## config.mk

```make
export PLATFORM = sky130hd
export DESIGN_NAME = rtc_tick_divider
export DESIGN_NICKNAME = d
export VERILOG_FILES = /design/src/rtl/rtc_div_pkg.sv /design/src/rtl/rtc_div_ctrl.sv /design/src/rtl/rtc_div_stage.sv /design/src/rtl/rtc_tick_divider.sv
export SDC_FILE = /design/constraint.sdc
export NUM_CORES = 1
export LEC_CHECK = 0
export ABC_AREA = 1
export BUFFER_PORTS_ARGS = -buffer_cell sky130_fd_sc_hd__buf_2
export CORE_UTILIZATION = 45
export CTS_CLUSTER_DIAMETER = 30
export DETAILED_ROUTE_END_ITERATION = 16
export PLACE_DENSITY_LB_ADDON = 0.2
export SLEW_MARGIN = 20
export SYNTH_ARGS = -nofsm -noshare
export SYNTH_HDL_FRONTEND = slang
export SYNTH_SLANG_ARGS = --single-unit
```

## constraint.sdc

```tcl
create_clock -name clk -period 4 [get_ports clk]
set_input_delay 1 -clock clk [delete_from_list [all_inputs] [get_ports clk]]
set_output_delay 1 -clock clk [all_outputs]
set_load 0.05 [all_outputs]
```

## src/rtl/rtc_div_pkg.sv

```systemverilog
package rtc_div_pkg;

    // Control modes of the divider
    typedef enum logic [0:0] {
        ST_HOLD = 1'b0,
        ST_RUN  = 1'b1
    } div_state_e;

endpackage

```

## src/rtl/rtc_div_ctrl.sv

```systemverilog
module rtc_div_ctrl
    import rtc_div_pkg::*;
(
    input  logic clk,
    input  logic rst_n,
    input  logic run_en,
    output logic load_o,
    output logic step_o
);

    div_state_e state_q;
    div_state_e state_d;

    // State register
    always_ff @(posedge clk) begin
        if (!rst_n) begin
            state_q <= ST_HOLD;
        end else begin
            state_q <= state_d;
        end
    end

    // Next-state logic
    always_comb begin
        state_d = state_q;
        unique case (state_q)
            ST_HOLD: state_d = run_en ? ST_RUN : ST_HOLD;
            ST_RUN:  state_d = run_en ? ST_RUN : ST_HOLD;
            default: state_d = ST_HOLD;
        endcase
    end

    // Outputs: the arming edge in HOLD still loads
    always_comb begin
        load_o = 1'b1;
        step_o = 1'b0;
        unique case (state_q)
            ST_HOLD: begin
                load_o = 1'b1;
                step_o = 1'b0;
            end
            ST_RUN: begin
                load_o = !run_en;
                step_o = run_en;
            end
            default: begin
                load_o = 1'b1;
                step_o = 1'b0;
            end
        endcase
    end

endmodule

```

## src/rtl/rtc_div_stage.sv

```systemverilog
module rtc_div_stage #(
    parameter int W = 7
) (
    input  logic         clk,
    input  logic         rst_n,
    input  logic         load,
    input  logic         step,
    input  logic [W-1:0] reload,
    output logic [W-1:0] cnt_o,
    output logic         wrap_o
);

    localparam logic [W-1:0] ONE  = W'(1);
    localparam logic [W-1:0] ZERO = '0;

    always_ff @(posedge clk) begin
        if (!rst_n || load) begin
            cnt_o  <= reload;
            wrap_o <= 1'b0;
        end else if (step) begin
            if (cnt_o == ZERO) begin
                cnt_o  <= reload;
                wrap_o <= 1'b1;
            end else begin
                cnt_o  <= cnt_o - ONE;
                wrap_o <= 1'b0;
            end
        end else begin
            wrap_o <= 1'b0;
        end
    end

endmodule

```

## src/rtl/rtc_tick_divider.sv

```systemverilog
module rtc_tick_divider #(
    parameter int A_W = 7,
    parameter int S_W = 15
) (
    input  logic           clk,
    input  logic           rst_n,
    input  logic           run_en,
    input  logic [A_W-1:0] async_div,
    input  logic [S_W-1:0] sync_div,
    input  logic           tick_sel,
    output logic           async_tick,
    output logic           sec_tick,
    output logic [S_W-1:0] subsec_count,
    output logic           timebase_tick
);

    localparam logic [A_W-1:0] A_ZERO = '0;

    logic           load;
    logic           step;
    logic [A_W-1:0] a_cnt;
    logic           a_step;

    rtc_div_ctrl u_ctrl (
        .clk    (clk),
        .rst_n  (rst_n),
        .run_en (run_en),
        .load_o (load),
        .step_o (step)
    );

    rtc_div_stage #(.W(A_W)) u_stage_a (
        .clk    (clk),
        .rst_n  (rst_n),
        .load   (load),
        .step   (step),
        .reload (async_div),
        .cnt_o  (a_cnt),
        .wrap_o (async_tick)
    );

    // The second stage advances on the edge where the first stage wraps
    assign a_step = step && (a_cnt == A_ZERO);

    rtc_div_stage #(.W(S_W)) u_stage_s (
        .clk    (clk),
        .rst_n  (rst_n),
        .load   (load),
        .step   (a_step),
        .reload (sync_div),
        .cnt_o  (subsec_count),
        .wrap_o (sec_tick)
    );

    assign timebase_tick = tick_sel ? async_tick : sec_tick;

endmodule

```

==> impl_metrics.xml <==
<?xml version="1.0" encoding="UTF-8"?>
<metrics>
  <group name="timing">
    <metric name="maxSlewHeadroom" unit="%">63.4</metric>
    <metric name="final.setup.tns" unit="ns">0</metric>
    <metric name="fin_worst_skew" unit="ns">0.00355</metric>
    <metric name="tightestPinTransition" unit="ns">0.548</metric>
    <metric name="period_share" unit="%">64.9</metric>
    <metric name="setup_repair_after_global_routing_missed_its_margin" unit="">no</metric>
    <metric name="fin_crit" unit="ns">2.60</metric>
    <metric name="fmaxAchievable" unit="MHz">385</metric>
    <metric name="drv_slew" unit="">0</metric>
    <metric name="setup_viol" unit="">0</metric>
    <metric name="hold_viol" unit="">0</metric>
    <metric name="final.setup.worst_slack" unit="ns">1.40</metric>
  </group>
  <group name="floorplanning">
    <metric name="io_pins" unit="">44</metric>
    <metric name="floorplan.rows" unit="">22</metric>
    <metric name="floorplan.core_area" unit="sq um">3660</metric>
    <metric name="die_outline_width" unit="microns">63.9</metric>
    <metric name="die_height" unit="microns">63.9</metric>
    <metric name="design.die.area" unit="sq um">4090</metric>
    <metric name="floorplan.initialDensity" unit="%">47.2</metric>
  </group>
  <group name="routing">
    <metric name="detailroute.via_count" unit="">1476</metric>
    <metric name="count_of_nets_left_with_antenna_violations_after_detail_routing" unit="">0</metric>
    <metric name="drcViolationCount" unit="">0</metric>
    <metric name="drt_iter0_drc" unit="">100</metric>
    <metric name="wl_per_cell" unit="microns">11.1</metric>
    <metric name="wl" unit="microns">3530</metric>
    <metric name="dr.pass1.iters" unit="">4</metric>
    <metric name="vias_per_cell" unit="">4.66</metric>
  </group>
  <group name="yosys">
    <metric name="netlist_top_cells_area" unit="">edfxtp_1, nand2_1, inv_1</metric>
    <metric name="post_synth_instance_area" unit="sq um">1730</metric>
    <metric name="synth_top_area_share" unit="%">38.3</metric>
    <metric name="post_synthesis_cell_type_with_the_largest_combined_area" unit="">edfxtp_1</metric>
    <metric name="yosysSeqAreaShare" unit="%">41.7</metric>
    <metric name="yosysWarningCount" unit="">0</metric>
    <metric name="synth_cell_types" unit="">27</metric>
    <metric name="synth_area_per_cell" unit="sq um">7.88</metric>
    <metric name="ys_ff_latch" unit="">25</metric>
    <metric name="synthesis.instances" unit="">219</metric>
  </group>
  <group name="grt">
    <metric name="antenna_found_initial" unit="">0</metric>
    <metric name="vias_in_the_first_global_route" unit="">1507</metric>
    <metric name="largest_net_degree_at_the_start_of_global_routing" unit="">19</metric>
    <metric name="global_route_wire_length_before_repair" unit="microns">6290</metric>
    <metric name="overflow" unit="">0</metric>
    <metric name="groute.usage.overall" unit="%">19.8</metric>
  </group>
  <group name="placed_design">
    <metric name="port-buffer-count" unit="">43</metric>
    <metric name="finalWeightedCongestion" unit="">0.812</metric>
    <metric name="detailedPlacementHpwl" unit="microns">2650</metric>
    <metric name="dpl_worst_slack" unit="ns">1.38</metric>
  </group>
  <group name="power">
    <metric name="power.density" unit="nW/um^2">304</metric>
    <metric name="power_switching" unit="W">0.000201</metric>
    <metric name="clock_power_share" unit="%">25.0</metric>
    <metric name="intPower" unit="W">0.000418</metric>
    <metric name="switching_share" unit="%">32.5</metric>
    <metric name="combinationalPowerShare" unit="%">22.5</metric>
    <metric name="p_leak" unit="nW">0.993</metric>
    <metric name="vdd.ir_drop.worst" unit="V">0.000268</metric>
    <metric name="seqPwrFrac" unit="%">52.6</metric>
  </group>
  <group name="critical_path">
    <metric name="timing.reg2reg.worst_path_depth" unit="">7</metric>
    <metric name="critPathKind" unit="">in -&gt; out</metric>
    <metric name="crit_buf_inv" unit="">2</metric>
    <metric name="worstPathArrival" unit="ns">1.60</metric>
    <metric name="crit_path_cell_trace" unit="">buf_2 -&gt; mux2_2 -&gt; buf_2</metric>
    <metric name="rr_startpoint" unit="">u_ctrl.state_q</metric>
    <metric name="cpPeakStageDelay" unit="ns">0.31</metric>
    <metric name="critical_path.top_delay_family" unit="">multiplexers</metric>
    <metric name="critical_path.most_common_cell" unit="">buf_2</metric>
    <metric name="regToRegEndpoint" unit="">u_stage_a.cnt_o[2]</metric>
    <metric name="cp_data_required_time" unit="ns">3.00</metric>
    <metric name="timing.critical_path.fanout_max" unit="">1</metric>
    <metric name="critical_path_depth" unit="">3</metric>
    <metric name="worst_path_max_delay_cell" unit="">mux2_2</metric>
    <metric name="critPathCaptureType" unit="">primary output</metric>
    <metric name="cp-start-kind" unit="">input pin</metric>
    <metric name="r2r_setup_slack" unit="ns">2.21</metric>
  </group>
  <group name="job">
    <metric name="cap_violations" unit="">0</metric>
  </group>
  <group name="clocking">
    <metric name="cts.clk_slew.worst_paths" unit="ns">0.09</metric>
    <metric name="cts.hold.buffers_added" unit="">0</metric>
    <metric name="postCtsSetupBuffers" unit="">0</metric>
    <metric name="numCtsBuffers" unit="">3</metric>
    <metric name="ctsResizeCount" unit="">0</metric>
    <metric name="cts_sinks" unit="">25</metric>
    <metric name="cts-root-buf" unit="">clkbuf_8</metric>
    <metric name="max-clock-path-buffers" unit="">2</metric>
    <metric name="worst_skew_pair.late_latency" unit="ns">0.27</metric>
    <metric name="cts_tree" unit="">done</metric>
    <metric name="clock_tree.htree_level_count" unit="">1</metric>
  </group>
  <group name="finish">
    <metric name="finish.net_count" unit="">300</metric>
    <metric name="drive_gt1_share" unit="%">30.1</metric>
    <metric name="antenna_cells" unit="">0</metric>
    <metric name="syn_to_final_growth" unit="%">18.0</metric>
  </group>
  <group name="worst_hold_path">
    <metric name="min_from" unit="">u_stage_a.cnt_o[0]</metric>
    <metric name="whs_path_depth" unit="">1</metric>
    <metric name="hold_end" unit="">u_stage_a.cnt_o[0]</metric>
    <metric name="worst_hold_path_type" unit="">reg -&gt; reg</metric>
  </group>
  <group name="outcome">
    <metric name="outcome" unit="">completed</metric>
  </group>
</metrics>
-- synthesized netlist by cell type (all sizes together) --
master / number
conb: 1
edfxtp: 22
buf: 4
nand3: 9
mux2: 1
o21ai: 10
a21oi: 8
dfxtp: 3
inv: 35
nor3: 2
xor2: 5
ha: 4
nand4: 5
nand2: 60
nor2: 47
xnor2: 3
-- worst max-delay path by stage --
stage / from / to
6_report: tick_sel / timebase_tick
5_1_grt: tick_sel / timebase_tick
4_1_cts: tick_sel / timebase_tick
3_5_place_dp: rst_n / u_stage_a.cnt_o[2]
3_3_place_gp: rst_n / u_stage_a.cnt_o[2]
2_1_floorplan: tick_sel / timebase_tick
-- worst reg2reg max path, stage by stage, from the launching register on --
cell and delay, ns:
dfxtp_1 0.31, inv_1 0.05, nor2_4 0.45, nand2_1 0.35, inv_1 0.21, nand2_1 0.06, o21ai_0 0.07, inv_1 0.05
-- kinds of logic after synthesis --
group	count (synthesis)	synth area share, %
other	1	0.217
AOI/OAI and AO/OA	18	6.74
buffers and inverters	39	10.0
and+or+nand+nor	123	33.7
muxes	1	0.652
xor gates and xnor gates	8	4.06
DFF	25	41.7
adders and majority gates	4	2.90
-- cell usage in the layout (no fill, tap or decap), types with 2 or more instances in the layout --
master and instances:
a21oi_2 5, edfxtp_1 22, o21ai_2 2, nor2_2 15, buf_2 43, nand3_1 9, dfxtp_1 3, xor2_1 5
nor2_1 30, clkbuf_8 3, o21ai_1 2, ha_1 4, inv_1 35, nand2_2 5, nand4_1 5, nor2_4 2
xnor2_1 3, o21ai_0 6, nand2_1 53, conb_1 7, a21oi_1 3
-- power groups by stage --
stage | Combinational [W] | Clock [W] | Sequential (W)
2_1_floorplan | 0.0000627 | 0 | 0.000369
3_3_place_gp | 0.000137 | 0 | 0.000331
3_5_place_dp | 0.000139 | 0 | 0.000331
4_1_cts | 0.000140 | 0.000157 | 0.000325
5_1_grt | 0.000154 | 0.000171 | 0.000328
6_report | 0.000139 | 0.000155 | 0.000325
-- area by class of cell --
type | instances | area, sq um
Timing Repair Buffer | 44 | 223
Inverter | 35 | 131
Multi-Input combinational cell | 161 | 856
Tap cell | 48 | 60.1
Clock inverter | 1 | 5.00
Sequential cell | 25 | 721
Fill cell | 356 | 1620
Clock buffer | 3 | 41.3
-- sequential cells by signal, summed over array words and instances, names as in the netlist --
name / count
u_stage_s.wrap_o: 1
u_stage_a.cnt_o: 7
u_stage_s.cnt_o: 15
u_ctrl.state_q: 1
u_stage_a.wrap_o: 1
-- through the flow --
stage / cells / power (W) / area (sq um) / hold WS (ns) / utilization [%]
6_report: 317 / 0.000619 / 2040 / 0.618 / 55.6
5_1_grt: 317 / 0.000654 / 2040 / 0.630 / 55.6
4_1_cts: 317 / 0.000622 / 2040 / 0.616 / 55.6
3_5_place_dp: 313 / 0.000470 / 1990 / 0.598 / 54.4
3_3_place_gp: 313 / 0.000468 / 1990 / 0.591 / 54.4
2_1_floorplan: 225 / 0.000431 / 1750 / 0.564 / -
-- metal layers --
metal / track usage (%) / share of wire, % / up-vias
li1: - / - / 783
met1: 23.4 / 44 / 645
met2: 34.8 / 50 / 44
met3: 4.82 / 5.1 / 4
met4: 6.82 / 0.96 / 0
met5: 0 / 0 / -
Power figures use the tool's default switching activity.
